**config.mk**
```make
export PLATFORM = sky130hd
export DESIGN_NAME = sup_rst_wdog
export DESIGN_NICKNAME = d
export VERILOG_FILES = /design/src/rtl/sup_rst_pkg.sv /design/src/rtl/sup_sync2.sv /design/src/rtl/sup_stretch.sv /design/src/rtl/sup_wdog.sv /design/src/rtl/sup_rst_wdog.sv
export SDC_FILE = /design/constraint.sdc
export NUM_CORES = 1
export LEC_CHECK = 0
export BUFFER_PORTS_ARGS = -buffer_cell sky130_fd_sc_hd__buf_2
export CAP_MARGIN = 20
export CORE_MARGIN = 2
export CORE_UTILIZATION = 24
export DETAILED_ROUTE_END_ITERATION = 8
export HOLD_SLACK_MARGIN = 0.08
export PLACE_DENSITY = 0.44
export SLEW_MARGIN = 20
export SYNTH_ARGS = -nofsm -noshare
export SYNTH_HDL_FRONTEND = slang
export SYNTH_SLANG_ARGS = --single-unit
export TNS_END_PERCENT = 30
```
**constraint.sdc**
```tcl
create_clock -name clk -period 1.66 [get_ports clk]
set_input_delay 0.332 -clock clk [delete_from_list [all_inputs] [get_ports clk]]
set_output_delay 0.332 -clock clk [all_outputs]
set_load 0.05 [all_outputs]
```
**src/rtl/sup_rst_pkg.sv**
```systemverilog
// Package: shared types for the supervisory reset controller.
// Assumes: the field order of the bundle matches the concatenation in the top.
package sup_rst_pkg;

    // Asynchronous inputs that share one synchronizer bank.
    typedef struct packed {
        logic supply_low;
        logic below_batt;
        logic service;
        logic short_sel;
    } async_bundle_t;

endpackage

```
**src/rtl/sup_sync2.sv**
```systemverilog
// Module: two-flop synchronizer bank, one chain per bit.
// Assumes: each bit is independent; inputs hold for at least two clocks.
module sup_sync2 #(
    parameter int WIDTH = 1
) (
    input  logic             clk,
    input  logic             rst_n,
    input  logic [WIDTH-1:0] d,
    output logic [WIDTH-1:0] q
);
    for (genvar i = 0; i < WIDTH; i++) begin : g_bit
        logic [1:0] ff_q;
        // Shift the asynchronous bit through two flops.
        always_ff @(posedge clk) begin
            if (!rst_n) ff_q <= 2'b00;
            else        ff_q <= {ff_q[0], d[i]};
        end
        assign q[i] = ff_q[1];
    end
endmodule

```
**src/rtl/sup_stretch.sv**
```systemverilog
// Module: reset pulse stretcher.
// A level cause (hold) or a one-cycle cause (pulse) loads the counter and
// asserts reset. Reset is released on the STRETCH_TICKS-th tick after the
// last cause. Block reset powers up asserted with the counter loaded.
// Assumes: STRETCH_TICKS >= 1; tick is a one-cycle enable.
module sup_stretch #(
    parameter int STRETCH_TICKS = 200
) (
    input  logic clk,
    input  logic rst_n,
    input  logic tick,
    input  logic hold,
    input  logic pulse,
    output logic active
);
    localparam int CW = $clog2(STRETCH_TICKS + 1);
    localparam logic [CW-1:0] LOAD = CW'(STRETCH_TICKS);

    logic [CW-1:0] cnt_q;
    logic          active_q;

    // Load on any cause; count ticks down and release at zero.
    always_ff @(posedge clk) begin
        if (!rst_n) begin
            active_q <= 1'b1;
            cnt_q    <= LOAD;
        end else if (hold || pulse) begin
            active_q <= 1'b1;
            cnt_q    <= LOAD;
        end else if (active_q && tick) begin
            if (cnt_q <= CW'(1)) begin
                active_q <= 1'b0;
                cnt_q    <= '0;
            end else begin
                cnt_q <= cnt_q - CW'(1);
            end
        end
    end

    assign active = active_q;

    // A held supply cause always leaves reset asserted.
    assert_hold_R1: assert property (@(posedge clk) disable iff (!rst_n)
        hold |=> active_q);
    // A watchdog pulse always starts a reset pulse.
    assert_pulse_R3: assert property (@(posedge clk) disable iff (!rst_n)
        pulse |=> active_q);
    // Release happens only on a tick and never while a cause is present.
    assert_release_tick_R2: assert property (@(posedge clk) disable iff (!rst_n)
        $fell(active_q) |-> ($past(tick) && !$past(hold) && !$past(pulse)));
endmodule

```
**src/rtl/sup_wdog.sv**
```systemverilog
// Module: watchdog period counter.
// Counts ticks while reset is released. The expire pulse fires on the
// limit-th tick. A service rising edge restarts the count and enables the
// selected period. Reset forces the long period until the next service.
// Assumes: SHORT_TICKS <= LONG_TICKS; both >= 1.
module sup_wdog #(
    parameter int LONG_TICKS  = 1600,
    parameter int SHORT_TICKS = 100
) (
    input  logic clk,
    input  logic rst_n,
    input  logic tick,
    input  logic service_rise,
    input  logic short_sel,
    input  logic rst_active,
    output logic expire
);
    localparam int CW = $clog2(LONG_TICKS + 1);
    localparam logic [CW-1:0] LONG_LIM  = CW'(LONG_TICKS);
    localparam logic [CW-1:0] SHORT_LIM = CW'(SHORT_TICKS);

    logic [CW-1:0] cnt_q;
    logic [CW-1:0] limit;
    logic          long_q;
    logic          expire_q;

    // Pick the active period: long after reset, else per select.
    always_comb limit = (long_q || !short_sel) ? LONG_LIM : SHORT_LIM;

    // Clear while reset is active, restart on service, else count ticks.
    always_ff @(posedge clk) begin
        if (!rst_n) begin
            cnt_q    <= '0;
            long_q   <= 1'b1;
            expire_q <= 1'b0;
        end else begin
            expire_q <= 1'b0;
            if (rst_active) begin
                cnt_q  <= '0;
                long_q <= 1'b1;
            end else if (service_rise) begin
                cnt_q  <= '0;
                long_q <= 1'b0;
            end else if (tick) begin
                if (cnt_q >= limit - CW'(1)) begin
                    expire_q <= 1'b1;
                    cnt_q    <= '0;
                end else begin
                    cnt_q <= cnt_q + CW'(1);
                end
            end
        end
    end

    assign expire = expire_q;

    // The first period after a reset is always the long one.
    assert_long_after_reset_R5: assert property (@(posedge clk) disable iff (!rst_n)
        $fell(rst_active) |-> long_q);
    // An accepted service restarts the count from zero.
    assert_service_restart_R6: assert property (@(posedge clk) disable iff (!rst_n)
        (service_rise && !rst_active) |=> (cnt_q == '0 && !expire_q));
    // No expiry is produced while reset is being held.
    assert_quiet_in_reset_R3: assert property (@(posedge clk) disable iff (!rst_n)
        rst_active |=> !expire_q);
endmodule

```
**src/rtl/sup_rst_wdog.sv**
```systemverilog
// Module: supervisory reset and watchdog controller (top).
// Synchronizes the supply flags, the service strobe and the select input.
// Stretches reset after a supply fault or a watchdog expiry, gates the chip
// select and reports the supply state.
// Assumes: tick_i is a one-cycle pulse spaced wider than three clocks.
module sup_rst_wdog #(
    parameter int STRETCH_TICKS = 200,
    parameter int LONG_TICKS    = 1600,
    parameter int SHORT_TICKS   = 100
) (
    input  logic clk,
    input  logic rst_n,
    input  logic tick_i,
    input  logic supply_low_i,
    input  logic below_batt_i,
    input  logic service_i,
    input  logic short_sel_i,
    input  logic cs_n_i,
    output logic cpu_rst_n_o,
    output logic cpu_rst_o,
    output logic cs_n_o,
    output logic supply_good_o,
    output logic backup_o
);
    import sup_rst_pkg::*;

    async_bundle_t raw_in;
    async_bundle_t syn_in;
    logic          supply_fail;
    logic          service_prev_q;
    logic          service_rise;
    logic          rst_active;
    logic          wd_expire;

    assign raw_in = {supply_low_i, below_batt_i, service_i, short_sel_i};

    sup_sync2 #(.WIDTH($bits(async_bundle_t))) u_sync (
        .clk   (clk),
        .rst_n (rst_n),
        .d     (raw_in),
        .q     (syn_in)
    );

    assign supply_fail = syn_in.supply_low | syn_in.below_batt;

    // Remember the previous synchronized service level for edge detection.
    always_ff @(posedge clk) begin
        if (!rst_n) service_prev_q <= 1'b0;
        else        service_prev_q <= syn_in.service;
    end
    assign service_rise = syn_in.service & ~service_prev_q;

    sup_stretch #(.STRETCH_TICKS(STRETCH_TICKS)) u_stretch (
        .clk    (clk),
        .rst_n  (rst_n),
        .tick   (tick_i),
        .hold   (supply_fail),
        .pulse  (wd_expire),
        .active (rst_active)
    );

    sup_wdog #(.LONG_TICKS(LONG_TICKS), .SHORT_TICKS(SHORT_TICKS)) u_wdog (
        .clk          (clk),
        .rst_n        (rst_n),
        .tick         (tick_i),
        .service_rise (service_rise),
        .short_sel    (syn_in.short_sel),
        .rst_active   (rst_active),
        .expire       (wd_expire)
    );

    assign cpu_rst_o     = rst_active;
    assign cpu_rst_n_o   = ~rst_active;
    assign cs_n_o        = supply_fail ? 1'b1 : cs_n_i;
    assign supply_good_o = ~supply_fail;
    assign backup_o      = syn_in.below_batt;

    // Chip select is blocked whenever the supply is reported bad.
    assert_cs_block_R8: assert property (@(posedge clk) disable iff (!rst_n)
        !supply_good_o |-> cs_n_o);
    // Running from battery always implies the supply is reported bad.
    assert_backup_flag_R10: assert property (@(posedge clk) disable iff (!rst_n)
        backup_o |-> !supply_good_o);
    // A bad supply always comes with an asserted processor reset.
    assert_fault_reset_R1: assert property (@(posedge clk) disable iff (!rst_n)
        !supply_good_o |=> !cpu_rst_n_o);
endmodule

```
==> reports/results.tsv, run 1 <==
stage	metric	value	unit
global_route	Total GRT Usage	10.6	%
global_route	grt met1 use	12.9	%
route	Avg Vias per Cell	4.54	
sta	total negative slack	-103	ps
cells_and_area	most frequent cells in the layout	dfxtp_1, buf_4, nand2_1	
global_route	pin count of the biggest net entering global routing	13	
logic_synthesis	Post-synth EDFFs	0	
global_route	met3 Usage GRT	4.89	%
logic_synthesis	Main synth FF type	dfxtp_1	
floorplanning	# IOs	13	
status	outcome	finished, violations left	
setup_path	Critical Path AT	1950	ps
sta	crit path time final	1730	ps
route	via count	1184	
clocking	Clock Path Buffers	2	
cells_and_area	nets	200	
min_path	min-delay worst type	in2reg	
pwr	power density over cell area	876	nW/µm²
floorplanning	core area	5470	µm²
setup_path	Max FO, Critical Path	2	
sta	Final Setup Violations	5	
floorplanning	starting density of the core	24.8	%
setup_path	worst setup path class	reg2reg	
logic_synthesis	Cells after Synth	150	
cells_and_area	# fillers	559	
logic_synthesis	Seq cells post-synth	31	
clocking	Sink Count	31	
clocking	TritonCTS clock tree	built	
clocking	H-tree Lvls	2	
sta	RSZ-0062 raised after global routing	yes	
route	DRT Wirelength	3.00	mm
cells_and_area	layout cells sized above 1	32.8	%
floorplanning	Die W	79.2	µm
logic_synthesis	post-synth top area cell	dfxtp_1	
pwr	VDD IR max	0.464	mV
clocking	CTS buffer count	5	
logic_synthesis	Post-Syn Area	1360	µm²
floorplanning	row cnt	27	
pwr	Overall Power	1.68	mW
placement	HPWL after detailed placement	2.20	mm
sta	fmax	579	MHz
route	DR WL/cell	11.5	µm
route	Pre-Repair DR Iteration Count	4	
clocking	post-CTS setup buffer count	0	
global_route	initial antenna violation count	0	
global_route	vias in the first global route	1159	
logic_synthesis	asr flop ratio synth	0	%
placement	routability cong.	0.855	
sta	Max Clock Skew	7.82	ps
clocking	Clock Latency Late Sink	280	ps
status	failing checks	setup timing	
cells_and_area	Layout area overhead	41.2	%
route	DRC errors left	0	
route	starting DRC count in detailed routing	33	
cells_and_area	ANT cells	0	
clocking	root buffer cell	clkbuf_8	
logic_synthesis	post-synthesis cell type count	33	
global_route	first-pass GRT wire length	5.09	mm
logic_synthesis	synth top area cells	dfxtp_1, xnor2_1, nor4b_1	
global_route	gr busiest metal	met2	
placement	input/output buffers	12	
floorplanning	full die area	6270	µm²
logic_synthesis	Mapped Avg Cell Area	9.05	µm²
pwr	Pleak	0.716	nW
clocking	CTS clock-pin slew for the worst setup and hold paths	60	ps
route	antenna-violating nets left	0	
sta	relative slew slack	52.2	%
sta	period utilisation layout	104	%
global_route	total gr overflow	0	
sta	Worst-Margin Slew	707	ps
logic_synthesis	post-synthesis net count	162	
sta	Max Slew Vio Count	0	
job	maxcap violations	0	
global_route	routing usage on met2	16.7	%
setup_path	crit start category	flop	
logic_synthesis	Synth warnings	0	
cells_and_area	commonest non-fill, non-tap cell in the layout	dfxtp_1	
setup_path	Worst Setup End Kind	flop	
logic_synthesis	register area share after synthesis	45.7	%
clocking	hold_buf cts	0	
sta	Final WS setup	-66.6	ps
setup_path	Required @ worst endpoint	1880	ps
floorplanning	DIE HEIGHT	79.2	µm
logic_synthesis	Yosys top cell area share	45.7	%
sta	Fin. Hold Viols	0	
-- per-stage QoR --
step | hold WS [ps] | cell area (µm²) | util, % | setup slack (ps) | cells
after floorplan | 412 | 1420 | - | -9.99 | 150
after global placement | 421 | 1730 | 31.6 | -38.3 | 253
after global routing | 242 | 1920 | 35.0 | -128 | 261
after CTS | 254 | 1880 | 34.3 | -51.2 | 261
after detailed placement | 418 | 1730 | 31.6 | -68.0 | 253
final | 263 | 1920 | 35.0 | -66.6 | 261
-- registers in the layout, summed over array words and instances (netlist names) --
| name | cells |
|---|---|
| u_stretch.active | 1 |
| u_sync.g_bit.ff_q | 8 |
| u_stretch.cnt_q | 8 |
| u_wdog.cnt_q | 11 |
| u_wdog.expire | 1 |
| u_wdog.long_q | 1 |
| service_prev_q | 1 |
-- path summary, 6_finish.rpt --
kind	depth (start not counted)	slack [ps]	startpoint	end
hold reg to reg	1	430	u_sync.g_bit[0].ff_q[0]$_SDFF_PN0_	u_sync.g_bit[0].ff_q[1]$_SDFF_PN0_
hold / removal	2	260	service_i	u_sync.g_bit[1].ff_q[0]$_SDFF_PN0_
setup / recovery	4	-70	u_stretch.cnt_q[6]$_SDFFE_PP1P_	u_stretch.cnt_q[7]$_SDFFE_PP1P_
setup reg to reg	4	-70	u_stretch.cnt_q[6]$_SDFFE_PP1P_	u_stretch.cnt_q[7]$_SDFFE_PP1P_
-- cell families (layout without fill, tap and decap cells) --
| logic type | Yosys count | count (layout) | share of synthesized area (%) |
|---|---|---|---|
| AND/OR/NAND/NOR | 73 | 73 | 30.0 |
| adder cells (fa/ha/maj) | 4 | 4 | 3.69 |
| flip-flops | 31 | 31 | 45.7 |
| AO/OA/AOI/OAI | 16 | 16 | 8.11 |
| XOR/XNOR | 13 | 13 | 8.39 |
| multiplexers | 1 | 1 | 0.737 |
| buffers and inverters | 12 | 51 | 3.32 |
-- routing by layer --
metal | up-vias | wire length (µm)
met5 | - | 0
met4 | 0 | 27
met3 | 4 | 110
met2 | 20 | 1450
met1 | 556 | 1420
li1 | 604 | -
-- power by group --
part / total, mW / internal (mW) / switching, mW / leakage [nW]
Clock: 0.761 / 0.485 / 0.276 / 0.0612
Combinational: 0.142 / 0.0666 / 0.0758 / 0.404
Sequential: 0.777 / 0.766 / 0.0105 / 0.251
-- worst max-delay path, stage by stage (launching register included) --
cell and delay (ps):
dfxtp_2 320, or4_4 540, or4_4 420, or3_1 310, nand3_1 80
-- synthesized netlist by cell type, types with 2 or more instances --
cell type,number
nor4b_1,8
nand3_1,6
or4_1,2
xnor2_1,12
o211ai_1,2
nand2_1,13
and2_1,9
nor4_1,2
nor3_1,10
nor2_1,10
a21oi_1,4
o21ai_0,4
inv_1,6
dfxtp_1,31
or3_1,2
nand4_1,3
nand2b_1,3
clkbuf_1,5
ha_1,4
-- cell type report --
| cell class | count | area [µm²] | share of cell area, % |
|---|---|---|---|
| inverters | 6 | 22.5 | 1.17 |
| clock inverters | 2 | 35.0 | 1.83 |
| multi-input cells | 107 | 795 | 41.4 |
| clock buffers | 6 | 82.6 | 4.31 |
| repair buffers | 37 | 268 | 14.0 |
| well taps | 72 | 90.1 | 4.70 |
| flip-flops and latches | 31 | 624 | 32.6 |
-- what timing repair did --
item | 4_1_cts | 5_1_grt
setup endpoints to repair | 13 | 20
pin swaps | 2 | 0
gates resized for setup | 7 | 8
No activity file was read; power rests on OpenSTA's default activity.
==> run 2, diff against run 1 <==
CORE_MARGIN = 3   (was 2)
==> reports/results.tsv, run 2 (synthesized netlist as in run 1, its figures left out) <==
stage	metric	value	unit
sta	Worst-Margin Slew	475	ps
setup_path	worst-path cell with the longest stage delay	or4_1	
clocking	CTS buffer count	5	
route	DR WL/cell	12.3	µm
setup_path	Worst Setup End Kind	flop	
global_route	total gr overflow	0	
sta	relative slew slack	67.9	%
cells_and_area	ANT cells	0	
floorplanning	DIE HEIGHT	81.2	µm
clocking	Clock Path Buffers	2	
sta	crit path time final	1740	ps
sta	Max Slew Vio Count	0	
setup_path	Required @ worst endpoint	1890	ps
placement	DP Worst Slack	-134	ps
pwr	VDD IR max	0.475	mV
pwr	power density over cell area	804	nW/µm²
floorplanning	starting density of the core	25.6	%
setup_path	crit start category	flop	
route	DRT Wirelength	3.20	mm
clocking	H-tree Lvls	2	
clocking	root buffer cell	clkbuf_8	
sta	period utilisation layout	105	%
min_path	min-delay worst type	in2reg	
sta	Final Setup Violations	7	
cells_and_area	layout cells sized above 1	30.5	%
clocking	Clock Latency Late Sink	290	ps
route	met1 WL	1.51	mm
placement	input/output buffers	12	
status	outcome	finished, violations left	
floorplanning	# IOs	13	
cells_and_area	most frequent cells in the layout	dfxtp_1, buf_4, nand2_1	
floorplanning	row cnt	26	
setup_path	worst setup path class	reg2reg	
placement	HPWL after detailed placement	2.27	mm
global_route	initial antenna violation count	0	
sta	Max Clock Skew	9.68	ps
setup_path	Critical Path AT	1970	ps
global_route	pin count of the biggest net entering global routing	13	
cells_and_area	Layout area overhead	37.1	%
setup_path	critical-path cell list	or4_1 > or4_1 > or3_1 > nand3_1	
setup_path	slowest stage delay, CP	530	ps
route	via count	1204	
pwr	Overall Power	1.50	mW
route	Pre-Repair DR Iteration Count	4	
sta	RSZ-0062 raised after global routing	yes	
global_route	vias in the first global route	1161	
setup_path	Worst path most repeated cell	or4_1	
route	antenna-violating nets left	0	
clocking	CTS clock-pin slew for the worst setup and hold paths	70	ps
cells_and_area	Largest regs	u_wdog.cnt_q (11), u_stretch.cnt_q (8), u_sync.g_bit.ff_q (8)	
cells_and_area	fin cells	260	
sta	fmax	576	MHz
clocking	Sink Count	31	
cells_and_area	commonest non-fill, non-tap cell in the layout	dfxtp_1	
floorplanning	full die area	6600	µm²
cells_and_area	max FFs per register	11	
route	starting DRC count in detailed routing	91	
pwr	Pleak	0.701	nW
route	Top Metal Used	met4	
placement	routability cong.	0.797	
job	maxcap violations	0	
sta	Final WS setup	-76.0	ps
sta	Fin. Hold Viols	0	
route	Avg Vias per Cell	4.63	
clocking	post-CTS setup buffer count	0	
cells_and_area	Top reg by flops	u_wdog.cnt_q	
cells_and_area	nets	201	
cells_and_area	# fillers	516	
setup_path	Max FO, Critical Path	2	
placement	dpl cells	252	
global_route	first-pass GRT wire length	5.34	mm
sta	total negative slack	-267	ps
route	DRC errors left	0	
global_route	Total GRT Usage	10.7	%
route	met2 wire len	1.48	mm
floorplanning	Die W	81.2	µm
clocking	TritonCTS clock tree	built	
route	wire length on met3	138	µm
status	failing checks	setup timing	
sta	hold slack final	256	ps
floorplanning	core area	5300	µm²
run 2: cell count changes in the layout (fill, tap and decap cells not counted), moves of 2 or more:
| cell | change |
|---|---|
| buf_4 | +2 |
| dfxtp_1 | +2 |
| dfxtp_2 | -2 |
| or4_1 | +2 |
| or4_4 | -2 |
run 2: cell type report:
cell class,instances,area (µm²),share of cell area [%]
sequential,31,622,33.4
tap,70,87.6,4.71
clock inverter,2,12.5,0.672
clock buffer,6,72.6,3.90
multi-input combinational,107,781,42.0
inverter,6,22.5,1.21
timing repair buffer,38,263,14.1
run 2: report_power, final:
group / internal, mW / leakage (nW) / switching, mW / total [mW]
combinational: 0.0672 / 0.407 / 0.0773 / 0.144
sequential: 0.766 / 0.252 / 0.0102 / 0.776
clock: 0.292 / 0.0412 / 0.283 / 0.576
run 2: critical path, delay by kind of cell, from the launching register on:
family,cells,cell delay [ps]
flops,1,310
simple gates,4,1380
run 2: timing repair:
item,4_1_cts,5_1_grt
setup endpoints to repair,12,18
gates cloned,0,0
hold buffers,0,0
pin swaps,1,1
resized for setup,6,4
run 2: final timing paths:
kind                                           start                                 end  slack (ps)  depth (start not counted)
hold / removal                             service_i  u_sync.g_bit[1].ff_q[0]$_SDFF_PN0_         260                          2
setup / recovery     u_stretch.cnt_q[6]$_SDFFE_PP1P_     u_stretch.cnt_q[7]$_SDFFE_PP1P_         -80                          4
setup reg to reg     u_stretch.cnt_q[6]$_SDFFE_PP1P_     u_stretch.cnt_q[7]$_SDFFE_PP1P_         -80                          4
hold reg to reg   u_sync.g_bit[0].ff_q[0]$_SDFF_PN0_  u_sync.g_bit[0].ff_q[1]$_SDFF_PN0_         430                          1
run 2: per-layer routing:
| layer | track usage [%] | vias up |
|---|---|---|
| met5 | 0 | - |
| met4 | 5.24 | 0 |
| met3 | 3.33 | 10 |
| met2 | 16.7 | 34 |
| met1 | 13.4 | 557 |
| li1 | - | 603 |
run 2: per-stage QoR:
stage,utilization (%),cell area (µm²)
final,35.1,1860
after global routing,35.1,1860
after CTS,34.8,1850
after detailed placement,32.5,1720
after global placement,32.5,1720
after floorplan,-,1420
